===== config.mk =====
export PLATFORM = sky130hd
export DESIGN_NAME = reg_scoreboard
export DESIGN_NICKNAME = d
export VERILOG_FILES = /design/src/rtl/reg_scoreboard.sv
export SDC_FILE = /design/constraint.sdc
export NUM_CORES = 1
export LEC_CHECK = 0
export BUFFER_PORTS_ARGS = -buffer_cell sky130_fd_sc_hd__buf_2
export CAP_MARGIN = 0
export CORE_MARGIN = 2
export CORE_UTILIZATION = 49
export CTS_CLUSTER_SIZE = 25
export DETAILED_ROUTE_END_ITERATION = 16
export PLACE_DENSITY = 0.77
export SYNTH_ARGS = -nofsm -noshare
export SYNTH_HDL_FRONTEND = slang
export SYNTH_SLANG_ARGS = --single-unit

===== constraint.sdc =====
create_clock -name clk -period 4.3 [get_ports clk]
set_input_delay 1.29 -clock clk [delete_from_list [all_inputs] [get_ports clk]]
set_output_delay 1.29 -clock clk [all_outputs]
set_load 0.005 [all_outputs]

===== src/rtl/reg_scoreboard.sv =====
module reg_scoreboard #(
  parameter int NREGS = 32,
  parameter int IDXW  = (NREGS > 1) ? $clog2(NREGS) : 1
) (
  input  logic             clk,
  input  logic             rst_n,
  input  logic [IDXW-1:0]  src_a_idx,
  input  logic             src_a_use,
  input  logic [IDXW-1:0]  src_b_idx,
  input  logic             src_b_use,
  input  logic [IDXW-1:0]  dst_idx,
  input  logic             dst_wr,
  input  logic             advance,
  input  logic [IDXW-1:0]  wb_idx,
  input  logic             wb_en,
  output logic             stall,
  output logic [NREGS-1:0] ready_vec
);

  localparam logic [NREGS-1:0] ONE  = NREGS'(1);
  localparam logic [NREGS-1:0] ZERO_MASK = ~ONE;

  logic [NREGS-1:0] rdy_q;
  logic [NREGS-1:0] set_vec;
  logic [NREGS-1:0] clr_vec;
  logic [NREGS-1:0] eff_rdy;
  logic             hit_a, hit_b, hit_d, claim;

  assign set_vec = wb_en ? (ONE << wb_idx) : '0;
  assign eff_rdy = rdy_q | set_vec | ONE;

  assign hit_a = src_a_use & ~eff_rdy[src_a_idx];
  assign hit_b = src_b_use & ~eff_rdy[src_b_idx];
  assign hit_d = dst_wr    & ~eff_rdy[dst_idx];
  assign stall = hit_a | hit_b | hit_d;

  assign claim   = advance & ~stall & dst_wr;
  assign clr_vec = claim ? ((ONE << dst_idx) & ZERO_MASK) : '0;

  always_ff @(posedge clk) begin
    if (!rst_n) rdy_q <= '1;
    else        rdy_q <= ((rdy_q | set_vec) & ~clr_vec) | ONE;
  end

  assign ready_vec = rdy_q;

endmodule


-- Word-level counts from Yosys, hierarchy flattened
Index checks and enable logic that the tools add are counted.
- latch bits: 0
- memory bits (writable): 0
- output and inout bits: 33
- bits in read-only memories: 0
- bits of input ports: 27
- logic and storage cells: 29
- memories: 0
- bits in registers: 32
- add/subtract/negate cells: 0
- multipliers: 0
- multiplexer cells: 8
- div/mod/pow operators: 0
- shift-type cells: 2
- bitwise logic cells: 14
- equal/unequal tests: 0
- order comparisons: 3
- reduce and logical (&&, ||, !) cells: 0
- operator list (cell ; number):
    $mux W32 ; 2
    $shl A1 B5 Y32 const A ; 2
    $and A32 B32 Y32 ; 1
    $not A32 Y32 ; 1
    $or A32 B32 Y32 ; 1
    $lt A5 B6 Y1 const B ; 3
    $bmux W1 S5 ; 3
    $and A1 B1 Y1 ; 5
    $not A1 Y1 ; 4
    $mux W1 ; 3
    $or A1 B1 Y1 ; 2

-- Depth between registers and ports, before layout
Gate-level depths: netlist of the first run.
- depth after elaboration: 15
- gate-level depth with buffers: 11
- mapped depth without buffers: 8

-- Worst setup path before layout of the first run
OpenSTA, ideal clock, no wires.
- kind: input to output
- from: in wb_idx[2]
- to: out stall
- arrival: 3.144 ns
- setup slack: -0.134 ns
- cell stages on the path: 10
- path buffers: 2
- required time: 3.010 ns
- cells stage by stage: buf_2 > and2_0 > clkbuf_1 > a21oi_1 > mux2i_1 > or4b_1 > a211o_1 > nand4_1 > nor2_1 > nand2_1
- word-level cells in the longest chain between the ends: 9
- elaborated cells between the ends (all ways): 17
- classes of those cells: 1 x shift; 7 x mux; 9 x bitwise
- RTL lines (item ; line ; RTL):
    start: declaration ; 14 ; input logic [IDXW-1:0] wb_idx,
    $shl A1 B5 Y32 * ; 29 ; assign set_vec = wb_en ? (ONE << wb_idx) : '0;
    $mux W32 * ; 29 ;
    $or A32 B32 Y32 * ; 30 ; assign eff_rdy = rdy_q | set_vec | ONE;
    $bmux W1 S5, on equally long branches ; 32, 33 ;
    $mux W1, on equally long branches ; 32, 33 ;
    $not A1 Y1, on equally long branches ; 32, 33 ;
    $and A1 B1 Y1, on equally long branches ; 32, 33 ;
    $or A1 B1 Y1 ; 35 ; assign stall = hit_a | hit_b | hit_d;
    $or A1 B1 Y1 * ; 35 ;
    end: declaration ; 16 ; output logic stall,
Every way passes the cells marked *; elsewhere a longest branch is shown, timed or not. The select of a mux whose other input is x is not followed.

-- Worst setup path after layout of the first run
- from: in wb_idx[3]
- to: out stall
Same word-level chain as after synthesis.

==> reports/metrics.cfg, run 1 <==
[run_status]
outcome=finished with violations
violations=setup timing

[routing]
finalWirelength_um=10400
via_count=3341
wl_per_cell_um=20.5
vias_per_cell=6.58
ant_nets=0
dr.pass1.iters=5
drc_errors=0
drtIter0Drc=445

[clocking]
cts_tree=done
hold_buffers=0
cts_inserted_buffers=5
clk_pin_slew_worst_paths_ns=0.06
clock_path_buffers=2
cts-root-buf=clkbuf_8
cts_max_level=2
clock_latency_ns=0.28
cts_sinks=31

[floorplan]
rows=26
die_height_um=75.9
die_w_um=75.9
die_area_um2=5760
coreArea_um2=5040
start_util_pct=50.3
pin_count=60

[synth]
ys_seq_area_share_pct=24.5
synthesis.area_um2=2530
synth_top_area_share_pct=24.5
avgSynthCellArea_um2=8.02
synth_top_area_cell=dfxtp_1
synth.distinct_cells=65
netlist_top_cells_count=31 x dfxtp_1, 28 x nor2_1, 25 x a21oi_1
synth-async-reset-ratio_pct=0
synth_area_leaders=dfxtp_1 24%, a21oi_1 4.9%, a22oi_1 4.7%, a32oi_1 4.5%, nor2_1 4.1%
synth_cells=316
synth_edf_count=0
yosysWarnings=0
syn_nets=343
synth_seq_cells=31
synth_most_common_cell=dfxtp_1
synth_flop_cell=dfxtp_1

[worst_setup_path]
worstSetupStartpointType=input port
worstPathRequired_ns=3.01
arrival_ns=3.28
path_max_fanout=8
path_class=input port to output port
cp-end-kind=output port

[global_routing]
grt_pass1_wl_um=16400
grt_pass1_vias=3132
antenna_found_initial=0
grt_max_degree=28
track_usage_pct=35.5
gr-total-overflow=0

[sta]
layout_worst_path_cycle_share_pct=106
min_period_ns=4.57
timing.slew.headroom_pct=42.4
finClkSkew_ns=0.00348
setup_viol=1
drv_slew=0
max_freq_ghz=0.219
worst_pin_slew_ns=0.852
layout_setup_ws_ns=-0.270
hold_viol=0
rsz0062_at_grt=true

[power]
p_leak_nw=1.46
total_power_mw=0.679
ir_worst_vdd_v=0.000229
powerDensity_nw_per_um2=183

[placement]
portBuffers=58
dp_hpwl_um=7750
gp_congestion=1.01

[finish]
diodes=0
nNetsFinal=466
largest_register_ff_count=31
syn_to_final_growth_pct=46.2
utilization_pct=73.5
final_layout_size_suffix_gt1_share_pct=45.4

[run]
drv_cap=0

[hold_path]
worstHoldPathType=register to register

## area by class of cell
cell class / count / area, um^2
Fill cell: 370 / 1340
Timing Repair Buffer: 143 / 981
Sequential cell: 31 / 621
Clock buffer: 6 / 72.6
Multi-Input combinational cell: 248 / 1910
Inverter: 10 / 37.5
Tap cell: 70 / 87.6
## worst max-delay path, stage by stage
cell	delay (ns)
buf_8	0.11
nand4b_1	0.30
o21bai_1	0.25
o22ai_1	0.10
a311o_1	0.35
nor4_2	0.28
nand4_1	0.15
buf_6	0.16
nor2_2	0.08
nand2_1	0.06
buf_2	0.14
## metrics by stage
step	hold slack (ns)	TNS (ns)	cell area (um^2)	std cells	worst slack, ns
after floorplan	0.562	-0.0952	2550	316	-0.0952
after global placement	0.617	-0.323	3420	497	-0.323
after detailed placement	0.606	-0.291	3420	497	-0.291
after CTS	0.619	-0.172	3640	507	-0.172
after global routing	0.668	-0.320	3710	508	-0.320
final	0.615	-0.270	3710	508	-0.270
## power by group
part           internal (mW)  total [mW]  switching (mW)  leakage, nW
combinational         0.0774       0.183           0.106         1.17
clock                  0.108       0.205          0.0974       0.0371
sequential             0.289       0.291         0.00177        0.251
## timing repair
| action | 4_1_cts | 5_1_grt |
|---|---|---|
| hold endpoints to repair | 0 | 0 |
| buffers inserted | 4 | 1 |
| pin swaps | 8 | 9 |
| gates resized for setup | 32 | 15 |
| gates cloned | 0 | 0 |
| endpoints found under the setup margin | 1 | 1 |
## metal layers
metal / up-vias / share of wire (%) / track usage (%)
li1: 1482 / - / -
met3: 44 / 11 / 7.26
met5: - / 0 / 0
met1: 1558 / 39 / 46.7
met4: 0 / 3.6 / 13.5
met2: 257 / 46 / 57.5
## path summary, 6_finish.rpt
path	from	to	slack (ns)	cells past startpoint
worst max register to register	ready_vec[10]	ready_vec[26]	1.68	10
worst min register to register	ready_vec[20]	ready_vec[20]	0.62	2
worst max-delay path	wb_idx[3]	stall	-0.27	11
worst min-delay path	ready_vec[20]	ready_vec[20]	0.62	2
## cells by family (layout without fill, tap and decap cells)
family | Yosys count | after routing | share of synthesized area, %
compound gates | 109 | 109 | 32.0
xor+xnor | 1 | 1 | 0.346
buf+inv | 37 | 159 | 6.37
flops | 31 | 31 | 24.5
mux | 17 | 17 | 8.44
other cells | 1 | 1 | 0.148
simple gates | 120 | 120 | 28.2
## layout by cell type, fill, tap and decap left out, types with 4 or more instances in the layout
cell       n
a31oi_1    7
o21bai_2   4
mux2i_1    9
nor3_1     9
buf_4     81
buf_2     54
or3_1      4
nor4_1     5
mux2_2     5
clkbuf_8   5
a32oi_1   13
nor2_1    26
a21oi_2   11
o22ai_1    5
nor3b_1    4
a22oi_1   15
nand2b_1   9
buf_6      6
nand3_1    8
a21oi_1   14
inv_1      9
nand2_1   19
dfxtp_1   31
Note: power is estimated with default switching activity, not from simulation.
==> run 2, diff against run 1 <==
==> constraint.sdc (replaced) <==
create_clock -name clk -period 4.3 [get_ports clk]
set_input_delay 1.29 -clock clk [delete_from_list [all_inputs] [get_ports clk]]
set_output_delay 1.29 -clock clk [all_outputs]
set_load 0.02 [all_outputs]
==> reports/metrics.cfg, run 2 (synthesized netlist as in run 1, its figures left out) <==
[worst_setup_path]
crit_slowest_cell=a311o_2  ; was a311o_1
worstSetupStartpointType=input port  ; unchanged
path_buf_inv=4  ; was 3
cp_slowest_stage_delay_ns=0.42  ; was 0.35 ns
path_delay_family=compound AO/OA/AOI/OAI gates  ; was simple AND/OR/NAND/NOR gates
path_class=input port to output port  ; unchanged
worstPathRequired_ns=3.01  ; about the same
crit_top_cell=a21oi_1
cp-end-kind=output port  ; unchanged
arrival_ns=3.26  ; was 3.28 ns
path_max_fanout=5  ; was 8
crit_chain=buf_2 > nor2b_2 > buf_12 > buf_4 > a21oi_1 > a21oi_1 > a22o_1 > a311o_2 > o211ai_4 > nor2_2 > nand2_2 > buf_6  ; was buf_8 > nand4b_1 > o21bai_1 > o22ai_1 > a311o_1 > nor4_2 > nand4_1 > buf_6 > nor2_2 > nand2_1 > buf_2

[power]
p_leak_nw=1.46  ; about the same
p_clk_share_pct=31.6  ; was 30.2%
ir_worst_vdd_v=0.000196  ; was 0.000229 V
p_int_mw=0.479  ; was 0.474 mW
sw_frac_of_total_pct=31.7  ; was 30.2%
combPwrFrac_pct=26.9  ; was 27.0%
power.switching_mw=0.222  ; was 0.205 mW
seqPwrFrac_pct=41.5  ; was 42.9%
powerDensity_nw_per_um2=188  ; was 183 nW/um^2

[routing]
dr.pass1.iters=5  ; unchanged
wl_per_cell_um=21.3  ; was 20.5 um
finalWirelength_um=10700  ; was 10400 um
via_count=3348  ; was 3341
drc_errors=0  ; unchanged
ant_nets=0  ; unchanged
drtIter0Drc=386  ; was 445
vias_per_cell=6.63  ; was 6.58

[global_routing]
grt_max_degree=28  ; unchanged
track_usage_pct=36.8  ; was 35.5%
grt_pass1_wl_um=16700  ; was 16400 um
antenna_found_initial=0  ; unchanged
grt_pass1_vias=3124  ; was 3132
gr-total-overflow=0  ; unchanged

[finish]
largest_register_ff_count=31  ; unchanged
layout_common_cells=78 x buf_4, 52 x buf_2, 31 x dfxtp_1  ; was 81 x buf_4, 54 x buf_2, 31 x dfxtp_1
final_layout_size_suffix_gt1_share_pct=45.1  ; was 45.4%
utilization_pct=73.9  ; was 73.5%
nNetsFinal=461  ; was 466
fin_cells=505  ; was 508
diodes=0  ; unchanged
fill_cells=395  ; was 370
final_common_cell=buf_4  ; unchanged
syn_to_final_growth_pct=47.1  ; was 46.2%
final_area_um2=3730  ; was 3710 um^2

[hold_path]
worstHoldPathType=register to register  ; unchanged

[sta]
worst_pin_slew_ns=0.918  ; was 0.852 ns
finClkSkew_ns=0.00996  ; was 0.00348 ns
layout_setup_ws_ns=-0.245  ; was -0.270 ns
hold_viol=0  ; unchanged
max_freq_ghz=0.220  ; was 0.219 GHz
min_period_ns=4.55  ; was 4.57 ns
timing.slew.headroom_pct=37.9  ; was 42.4%
rsz0062_at_grt=true  ; unchanged
layout_worst_path_cycle_share_pct=106  ; about the same
setup_viol=1  ; unchanged
fin_setup_tns_ns=-0.245  ; was -0.270 ns
drv_slew=0  ; unchanged

[placement]
gp_congestion=0.994  ; was 1.01
placed_area_um2=3370  ; was 3420 um^2
dp_hpwl_um=8000  ; was 7750 um
portBuffers=58  ; unchanged
dp_worst_setup_slack_ns=-0.414  ; was -0.291 ns
placedCellCount=491  ; was 497

[clocking]
cts_sinks=31  ; unchanged
cts-root-buf=clkbuf_8  ; unchanged
cts_inserted_buffers=5  ; unchanged
clk_pin_slew_worst_paths_ns=0.06  ; about the same
cts_tree=done  ; unchanged
hold_buffers=0  ; unchanged
cts_max_level=2  ; unchanged
clock_latency_ns=0.29  ; was 0.28 ns
clock_path_buffers=2  ; unchanged

[floorplan]
start_util_pct=50.3  ; unchanged
coreArea_um2=5040  ; unchanged
die_area_um2=5760  ; unchanged
die_w_um=75.9  ; unchanged
die_height_um=75.9  ; unchanged
pin_count=60  ; unchanged
rows=26  ; unchanged

[run_status]
outcome=finished with violations  ; unchanged
violations=setup timing  ; unchanged

[run]
drv_cap=0  ; unchanged

==> run 2: changes by cell type in the layout (fill, tap and decap cells not counted), moves of 2 or more <==
cell	change
o311ai_0	-2
o311ai_1	+3
buf_2	-2
buf_4	-3
==> run 2: what timing repair did <==
item	in CTS	in global routing
cloned	0	0
resized for setup	42	15
pin swaps	14	7
buffers inserted	7	0
endpoints found under the setup margin	1	1
==> run 2: area by class of cell <==
| type | count | area [um^2] | share of cell area, % |
|---|---|---|---|
| multi-input combinational | 248 | 1950 | 52.2 |
| timing repair buffer | 138 | 953 | 25.6 |
| sequential | 31 | 621 | 16.6 |
| tap | 70 | 87.6 | 2.35 |
| clock buffer | 7 | 76.3 | 2.05 |
| inverter | 10 | 37.5 | 1.01 |
| clock inverter | 1 | 5.00 | 0.134 |
==> run 2: worst register-to-register path, cell delays in order (launching register included) <==
cell       delay (ns)
dfxtp_1          0.41
a21oi_2          0.07
mux4_2           0.52
a2111oi_4        0.31
a311o_2          0.19
o211ai_4         0.08
buf_4            0.17
nor4_4           0.29
buf_4            0.21
a32oi_1          0.11
==> run 2: per-layer routing <==
| metal | vias up | track usage [%] | wire length, um |
|---|---|---|---|
| li1 | 1476 | - | - |
| met1 | 1572 | 49.9 | 4250 |
| met2 | 267 | 59.2 | 5000 |
| met3 | 33 | 8.33 | 1290 |
| met4 | 0 | 10.2 | 195 |
| met5 | - | 0 | 0 |
==> run 2: worst paths after layout <==
| kind | cells after the start | start | slack, ns | end |
|---|---|---|---|---|
| worst max register to register | 9 | ready_vec[10] | 1.80 | ready_vec[27] |
| worst min register to register | 2 | ready_vec[22] | 0.65 | ready_vec[22] |
| worst min-delay path | 2 | ready_vec[22] | 0.65 | ready_vec[22] |
| worst max-delay path | 12 | wb_idx[2] | -0.25 | stall |
==> run 2: power groups by stage <==
stage | Sequential [mW] | Clock, mW | Combinational, mW
after floorplan | 0.299 | 0 | 0.0920
after global placement | 0.297 | 0 | 0.161
after detailed placement | 0.297 | 0 | 0.163
after CTS | 0.291 | 0.220 | 0.178
after global routing | 0.291 | 0.235 | 0.199
final | 0.291 | 0.222 | 0.188
==> run 2: metrics by stage <==
| step | total power [mW] | hold slack, ns |
|---|---|---|
| floorplan | 0.391 | 0.647 |
| global placement | 0.458 | 0.616 |
| detailed placement | 0.460 | 0.625 |
| CTS | 0.689 | 0.641 |
| global route | 0.725 | 0.694 |
| finish | 0.700 | 0.654 |
